File: src/rtl/vc_pkg.sv
package vc_pkg;
  // Why an entry leaves the store at the next edge
  typedef enum logic [1:0] {
    RM_NONE   = 2'd0,
    RM_TAKE   = 2'd1,  // returned to L1 on a lookup hit
    RM_OLDEST = 2'd2   // displaced to make room
  } rm_e;
endpackage

File: src/rtl/vc_match.sv
module vc_match #(
  parameter int DEPTH = 4,
  parameter int AW    = 12,
  parameter int DW    = 32,
  localparam int IW   = $clog2(DEPTH)
) (
  input  logic          clk,
  input  logic          rst_n,
  input  logic          lk_valid,
  input  logic [AW-1:0] lk_addr,
  input  logic [DEPTH-1:0] ent_vld,
  input  logic [AW-1:0] ent_addr [DEPTH],
  input  logic [DW-1:0] ent_data [DEPTH],
  input  logic          ent_dirty [DEPTH],
  output logic          hit,
  output logic [IW-1:0] hit_idx,
  output logic [DW-1:0] hit_data,
  output logic          hit_dirty
);
  logic [DEPTH-1:0] match;

  for (genvar i = 0; i < DEPTH; i++) begin : g_cmp
    assign match[i] = lk_valid && ent_vld[i] && (ent_addr[i] == lk_addr);
  end

  // One-hot OR mux: at most one entry can match
  always_comb begin
    hit_idx   = '0;
    hit_data  = '0;
    hit_dirty = 1'b0;
    for (int i = 0; i < DEPTH; i++) begin
      if (match[i]) begin
        hit_idx   = hit_idx | IW'(i);
        hit_data  = hit_data | ent_data[i];
        hit_dirty = hit_dirty | ent_dirty[i];
      end
    end
  end

  assign hit = |match;

  // no address is held twice, so a lookup matches one entry at most
  a_r3_single_match: assert property (@(posedge clk) disable iff (!rst_n)
    $onehot0(match));
endmodule

File: src/rtl/vc_ctrl.sv
module vc_ctrl
  import vc_pkg::*;
(
  input  logic ev_valid,
  input  logic full,
  input  logic take,
  input  logic oldest_dirty,
  input  logic wb_ready,
  output logic ev_ready,
  output logic wb_valid,
  output logic push,
  output rm_e  rm
);
  logic need_wb;

  always_comb begin
    // A hit frees a slot; otherwise a full store with a dirty head must drain
    need_wb  = full && !take && oldest_dirty;
    ev_ready = !need_wb || wb_ready;
    wb_valid = ev_valid && need_wb;
    push     = ev_valid && ev_ready;
    if (take)              rm = RM_TAKE;
    else if (push && full) rm = RM_OLDEST;
    else                   rm = RM_NONE;
  end
endmodule

File: src/rtl/vc_store.sv
module vc_store
  import vc_pkg::*;
#(
  parameter int DEPTH = 4,
  parameter int AW    = 12,
  parameter int DW    = 32,
  localparam int IW   = $clog2(DEPTH),
  localparam int CW   = $clog2(DEPTH + 1)
) (
  input  logic          clk,
  input  logic          rst_n,
  input  rm_e           rm,
  input  logic [IW-1:0] rm_idx,
  input  logic          push,
  input  logic [AW-1:0] push_addr,
  input  logic [DW-1:0] push_data,
  input  logic          push_dirty,
  output logic [DEPTH-1:0] ent_vld,
  output logic [AW-1:0] ent_addr [DEPTH],
  output logic [DW-1:0] ent_data [DEPTH],
  output logic          ent_dirty [DEPTH],
  output logic [CW-1:0] count,
  output logic          full
);
  // Slot 0 is always the oldest line; younger lines sit at higher slots
  logic [AW-1:0] addr_nx  [DEPTH];
  logic [DW-1:0] data_nx  [DEPTH];
  logic          dirty_nx [DEPTH];
  logic [CW-1:0] count_nx;
  logic [CW-1:0] cnt_mid;
  logic [IW-1:0] ridx;
  logic          rm_en;
  logic          upd;

  always_comb begin
    rm_en    = (rm != RM_NONE);
    ridx     = (rm == RM_TAKE) ? rm_idx : '0;
    cnt_mid  = count - CW'(rm_en);
    count_nx = cnt_mid + CW'(push);
    upd      = rm_en || push;
  end

  for (genvar i = 0; i < DEPTH; i++) begin : g_slot
    logic shift;
    assign shift = rm_en && (IW'(i) >= ridx);
    always_comb begin
      addr_nx[i]  = ent_addr[i];
      data_nx[i]  = ent_data[i];
      dirty_nx[i] = ent_dirty[i];
      if (push && (CW'(i) == cnt_mid)) begin
        addr_nx[i]  = push_addr;
        data_nx[i]  = push_data;
        dirty_nx[i] = push_dirty;
      end else if (shift) begin
        if (i < DEPTH - 1) begin
          addr_nx[i]  = ent_addr[(i < DEPTH - 1) ? i + 1 : i];
          data_nx[i]  = ent_data[(i < DEPTH - 1) ? i + 1 : i];
          dirty_nx[i] = ent_dirty[(i < DEPTH - 1) ? i + 1 : i];
        end
      end
    end

    always_ff @(posedge clk or negedge rst_n) begin
      if (!rst_n) begin
        ent_addr[i]  <= '0;
        ent_data[i]  <= '0;
        ent_dirty[i] <= 1'b0;
      end else if (upd) begin
        ent_addr[i]  <= addr_nx[i];
        ent_data[i]  <= data_nx[i];
        ent_dirty[i] <= dirty_nx[i];
      end
    end

    assign ent_vld[i] = (CW'(i) < count);
  end

  always_ff @(posedge clk or negedge rst_n) begin
    if (!rst_n)   count <= '0;
    else if (upd) count <= count_nx;
  end

  assign full = (count == CW'(DEPTH));

  // occupancy never exceeds the depth
  a_r2_count_bound: assert property (@(posedge clk) disable iff (!rst_n)
    count <= CW'(DEPTH));
  // an entry leaving without a push shrinks the store by one
  a_r4_take_shrinks: assert property (@(posedge clk) disable iff (!rst_n)
    (rm == RM_TAKE && !push) |=> (count == $past(count) - CW'(1)));
  // the head is displaced only when the store is full
  a_r6_oldest_when_full: assert property (@(posedge clk) disable iff (!rst_n)
    (rm == RM_OLDEST) |-> full);
endmodule

File: src/rtl/victim_buffer.sv
module victim_buffer
  import vc_pkg::*;
#(
  parameter int DEPTH = 4,
  parameter int AW    = 12,
  parameter int DW    = 32
) (
  input  logic          clk,
  input  logic          rst_n,
  input  logic          ev_valid,
  output logic          ev_ready,
  input  logic [AW-1:0] ev_addr,
  input  logic [DW-1:0] ev_data,
  input  logic          ev_dirty,
  input  logic          lk_valid,
  input  logic [AW-1:0] lk_addr,
  output logic          lk_hit,
  output logic          lk_miss,
  output logic [DW-1:0] lk_data,
  output logic          lk_dirty,
  output logic          wb_valid,
  input  logic          wb_ready,
  output logic [AW-1:0] wb_addr,
  output logic [DW-1:0] wb_data
);
  localparam int IW = $clog2(DEPTH);
  localparam int CW = $clog2(DEPTH + 1);

  logic [DEPTH-1:0] ent_vld;
  logic [AW-1:0] ent_addr  [DEPTH];
  logic [DW-1:0] ent_data  [DEPTH];
  logic          ent_dirty [DEPTH];
  logic [CW-1:0] count;
  logic          full;
  logic          hit;
  logic [IW-1:0] hit_idx;
  logic          push;
  rm_e           rm;

  vc_match #(.DEPTH(DEPTH), .AW(AW), .DW(DW)) u_match (
    .clk(clk), .rst_n(rst_n),
    .lk_valid(lk_valid), .lk_addr(lk_addr),
    .ent_vld(ent_vld), .ent_addr(ent_addr), .ent_data(ent_data),
    .ent_dirty(ent_dirty),
    .hit(hit), .hit_idx(hit_idx), .hit_data(lk_data), .hit_dirty(lk_dirty)
  );

  vc_ctrl u_ctrl (
    .ev_valid(ev_valid), .full(full), .take(hit),
    .oldest_dirty(ent_dirty[0]), .wb_ready(wb_ready),
    .ev_ready(ev_ready), .wb_valid(wb_valid), .push(push), .rm(rm)
  );

  vc_store #(.DEPTH(DEPTH), .AW(AW), .DW(DW)) u_store (
    .clk(clk), .rst_n(rst_n),
    .rm(rm), .rm_idx(hit_idx),
    .push(push), .push_addr(ev_addr), .push_data(ev_data),
    .push_dirty(ev_dirty),
    .ent_vld(ent_vld), .ent_addr(ent_addr), .ent_data(ent_data),
    .ent_dirty(ent_dirty), .count(count), .full(full)
  );

  assign lk_hit  = hit;
  assign lk_miss = lk_valid && !hit;
  assign wb_addr = ent_addr[0];
  assign wb_data = ent_data[0];

  // a lookup answers hit or miss, never both
  a_r3_one_answer: assert property (@(posedge clk) disable iff (!rst_n)
    lk_valid |-> (lk_hit != lk_miss));
  // a stalled eviction leaves the contents untouched
  a_r7_stall_holds: assert property (@(posedge clk) disable iff (!rst_n)
    (ev_valid && !ev_ready) |=> ($stable(count) && $stable(wb_addr)));
  // a write-back is only offered from a full buffer
  a_r7_wb_when_full: assert property (@(posedge clk) disable iff (!rst_n)
    wb_valid |-> (count == CW'(DEPTH)));
  // a hit always lets an eviction in
  a_r5_swap_accepts: assert property (@(posedge clk) disable iff (!rst_n)
    (lk_hit && ev_valid) |-> (ev_ready && !wb_valid));
  // a plain insertion below full grows the buffer
  a_r2_push_grows: assert property (@(posedge clk) disable iff (!rst_n)
    (ev_valid && !lk_hit && !full) |=> (count == $past(count) + CW'(1)));
endmodule

File: config.mk
export PLATFORM = sky130hd
export DESIGN_NAME = victim_buffer
export DESIGN_NICKNAME = d
export VERILOG_FILES = /design/src/rtl/vc_pkg.sv /design/src/rtl/vc_match.sv /design/src/rtl/vc_ctrl.sv /design/src/rtl/vc_store.sv /design/src/rtl/victim_buffer.sv
export SDC_FILE = /design/constraint.sdc
export NUM_CORES = 1
export LEC_CHECK = 0
export CAP_MARGIN = 40
export CELL_PAD_IN_SITES_DETAIL_PLACEMENT = 0
export CELL_PAD_IN_SITES_GLOBAL_PLACEMENT = 2
export CORE_UTILIZATION = 26
export CTS_BUF_LIST = sky130_fd_sc_hd__clkbuf_2
export DETAILED_ROUTE_END_ITERATION = 8
export GPL_TIMING_DRIVEN = 1
export PLACE_DENSITY_LB_ADDON = 0.1
export SETUP_SLACK_MARGIN = 0.05
export SKIP_CTS_REPAIR_TIMING = 1
export SYNTH_ARGS = -nofsm -noshare
export SYNTH_HDL_FRONTEND = slang
export SYNTH_SLANG_ARGS = --single-unit
File: constraint.sdc
create_clock -name clk -period 5 [get_ports clk]
set_input_delay 0.5 -clock clk [delete_from_list [all_inputs] [get_ports clk]]
set_output_delay 0.5 -clock clk [all_outputs]
set_load 0.03 [all_outputs]
==> impl_metrics.py <==
metrics = {
    "cells_and_area": {
        "nNetsFinal": 1097,
        "syn2layout_area_growth_pct": 19.3,
        "drive_gt1_share_pct": 6.61,
    },
    "detailed_routing": {
        "wirelength_microns": 32400,
        "vias_per_cell": 4.84,
        "wire_per_inst_microns": 21.4,
        "drt_first_pass_iters": 5,
        "post-route-drc-count": 0,
        "ant_nets": 0,
        "dr.first_iter.drc_count": 316,
        "num_vias": 7323,
    },
    "cts": {
        "clk_pin_slew_worst_paths_ns": 0.27,
        "h-tree-depth": 4,
        "clock_path_buffers": 2,
        "cts_tree": "built",
        "cts_buffers": 17,
        "clock_sink_count": 183,
        "clk_latency_ns": 0.81,
        "root_buffer": "clkbuf_2",
    },
    "global_route": {
        "gr-total-overflow": 0,
        "grt_max_degree": 94,
        "grt_usage_pct": 17.4,
        "grt_pass1_wl_microns": 49200,
        "grt_pass1_vias": 7434,
        "antenna_found_initial": 1,
    },
    "yosys": {
        "synth_edf_count": 0,
        "synth.yosys.seq_area_share_pct": 47.2,
        "synth_top_area_share_pct": 47.2,
        "muxShareOfSynthArea_pct": 14.5,
        "synthSimpleGateAreaFrac_pct": 7.86,
        "syn_area_sq_mm": 0.00971,
        "syn_area_per_cell_sq_um": 10.1,
        "synth_xor_area_share_pct": 4.60,
        "synth_compound_area_share_pct": 16.2,
        "ys_warn_count": 0,
        "synth.largest_area_cell": "dfrtp_1",
        "synthFlopType": "dfrtp_1",
        "netlist_instances": 966,
        "async_reset_ff_share_pct": 100,
        "synth_fp_nets": 1032,
        "synth-seq-cells": 183,
        "synth_top_family_by_area": "compound AO/OA/AOI/OAI gates",
        "ys_types": 41,
        "synthAdderAreaFrac_pct": 0.515,
        "synth.area.top_cells": "dfrtp_1 (47%), mux2i_1 (9.3%), a21oi_1 (7.1%)",
    },
    "worst_setup_path": {
        "crit_required_ns": 4.50,
        "crit_path_start_kind": "flop",
        "cp_max_fo": 36,
        "worstSetupEndpointType": "output pin",
        "worstSetupPathType": "flop to output pin",
        "crit_arrival_ns": 3.77,
    },
    "sta": {
        "finalCritPeriodShare_pct": 85.4,
        "rsz0062_at_grt": "false",
        "finalMaxSlewViolations": 0,
        "setup_violations": 0,
        "finalHoldViolCount": 0,
        "period_needed_ns": 4.27,
        "whs_ns": 0.241,
        "fin_skew_ns": 0.0333,
        "fin_tns_setup_ns": 0,
        "worst_pin_slew_ns": 0.864,
        "relSlewSlack_pct": 42.4,
        "fmax_mhz": 234,
    },
    "pwr": {
        "clockPowerShare_pct": 13.3,
        "p_switching_mw": 2.79,
        "p_leak_nw": 5.04,
        "pwr-share-seq_pct": 43.9,
        "comb_power_share_pct": 42.8,
        "vdd_ir_drop_max_mv": 0.185,
        "p_per_area_mw_per_mm2": 570,
        "p_int_mw": 3.82,
        "power_switching_share_pct": 42.2,
    },
    "place": {
        "place_congestion": 0.729,
        "port-buffer-count": 142,
        "dp_hpwl_microns": 19700,
    },
    "run": {
        "drv_cap": 0,
    },
    "floorplanning": {
        "die_area_sq_mm": 0.0381,
        "die_h_microns": 195,
        "die_w_microns": 195,
        "core_sq_mm": 0.0367,
        "io_pins": 143,
        "start_util_pct": 26.5,
        "num_rows": 70,
    },
    "worst_hold_path": {
        "min_path_type": "input port to async pin",
    },
    "status": {
        "status": "completed",
    },
}
==> layout make-up <==
type | instances | area (sq um)
Antenna cell | 1 | 2.50
Fill cell | 3795 | 25100
Sequential cell | 183 | 4580
Clock buffer | 17 | 85.1
Clock inverter | 15 | 184
Tap cell | 468 | 586
Timing Repair Buffer | 163 | 1660
Inverter | 49 | 184
Multi-Input combinational cell | 617 | 4300
==> per-stage QoR <==
stage / setup WS, ns / utilization [%] / power (mW) / area (sq um) / instances
2_1_floorplan: 1.76 / - / 4.91 / 9710 / 966
3_3_place_gp: 0.675 / 30.8 / 5.80 / 11300 / 1479
3_5_place_dp: 0.621 / 30.8 / 5.81 / 11300 / 1479
4_1_cts: 0.581 / 31.5 / 6.71 / 11600 / 1511
5_1_grt: 0.496 / 31.6 / 7.11 / 11600 / 1513
6_report: 0.728 / 31.6 / 6.60 / 11600 / 1513
==> per-layer routing <==
metal	vias to the layer above	share of wire, %	GRT usage (%)
li1	3480	-	-
met1	3660	49	24.9
met2	164	46	27.1
met3	19	3.8	2.83
met4	0	1.1	4.32
met5	-	0	0
==> power by group through the flow <==
stage / Combinational, mW / Clock [mW] / Sequential, mW
2_1_floorplan: 2.20 / 0 / 2.71
3_3_place_gp: 2.84 / 0 / 2.96
3_5_place_dp: 2.87 / 0 / 2.95
4_1_cts: 2.87 / 0.931 / 2.91
5_1_grt: 3.12 / 0.976 / 3.02
6_report: 2.83 / 0.878 / 2.90
==> worst max-delay path: stages, from the launching register on <==
cell and delay (ns):
dfrtp_1 0.47, xnor2_1 0.25, nand4_1 0.22, nor4_4 0.38, buf_4 0.61, a22oi_1 0.18
nand2_1 0.15, clkdlybuf4s50_1 0.68
==> layout by cell type, fill, tap and decap left out, drive strengths merged, types with 2 or more instances in the layout <==
master,count
nand3,5
mux2i,90
clkinvlp,2
o21ai,3
dfrtp,183
xnor2,51
nor2,93
clkdlybuf4s50,141
o211ai,2
mux2,45
clkbuf,18
a21oi,138
buf,20
nand4,10
and4b,2
bufinv,4
clkinv,8
o22ai,45
inv,50
a22oi,66
nand2,41
o2111ai,2
nand2b,3
nor4,5
ha,4
and2,2
==> registers in the layout, summed over array words and instances, names as in the netlist <==
name,flops
u_store.ent_dirty,4
u_store.ent_addr,48
u_store.count,3
u_store.ent_data,128
==> logic make-up (layout without fill, tap and decap cells) <==
logic type,Yosys count,after routing
flip-flops,183,183
multiplexers,135,135
buffers and inverters,166,244
XOR/XNOR,51,51
other,0,1
AND/OR/NAND/NOR,166,166
adder cells (fa/ha/maj),4,4
AO/OA/AOI/OAI,261,261
==> cell usage after synthesis (2+ instances only) <==
cell      number
a21oi_1      137
nor2_1        93
buf_2         18
nor4_4         3
nand3_1        5
nand2b_1       3
nand2_1       41
clkbuf_1      34
mux2_2         5
buf_6          6
inv_1         49
and4b_1        2
nand4_1       10
nor4_2         2
dfrtp_1      183
and2_1         2
buf_1          6
mux2_1        40
ha_1           4
a22oi_1       66
mux2i_1       90
o21ai_0        2
o22ai_1       45
buf_4         53
xnor2_1       51
==> final timing paths <==
check / start / to / slack (ns) / cells past startpoint
max: u_store.ent_addr[42] / lk_data[4] / 0.73 / 7
min: rst_n / u_store.ent_addr[42] / 0.24 / 2
max reg2reg: u_store.count[2] / u_store.ent_addr[47] / 1.21 / 12
min reg2reg: u_store.ent_data[27] / u_store.ent_data[27] / 0.55 / 1
max in group asynchronous: rst_n / u_store.ent_data[126] / 3.70 / 3
min in group clk: ev_addr[9] / u_store.ent_addr[21] / 0.32 / 3
No activity file was read; power rests on OpenSTA's default activity.
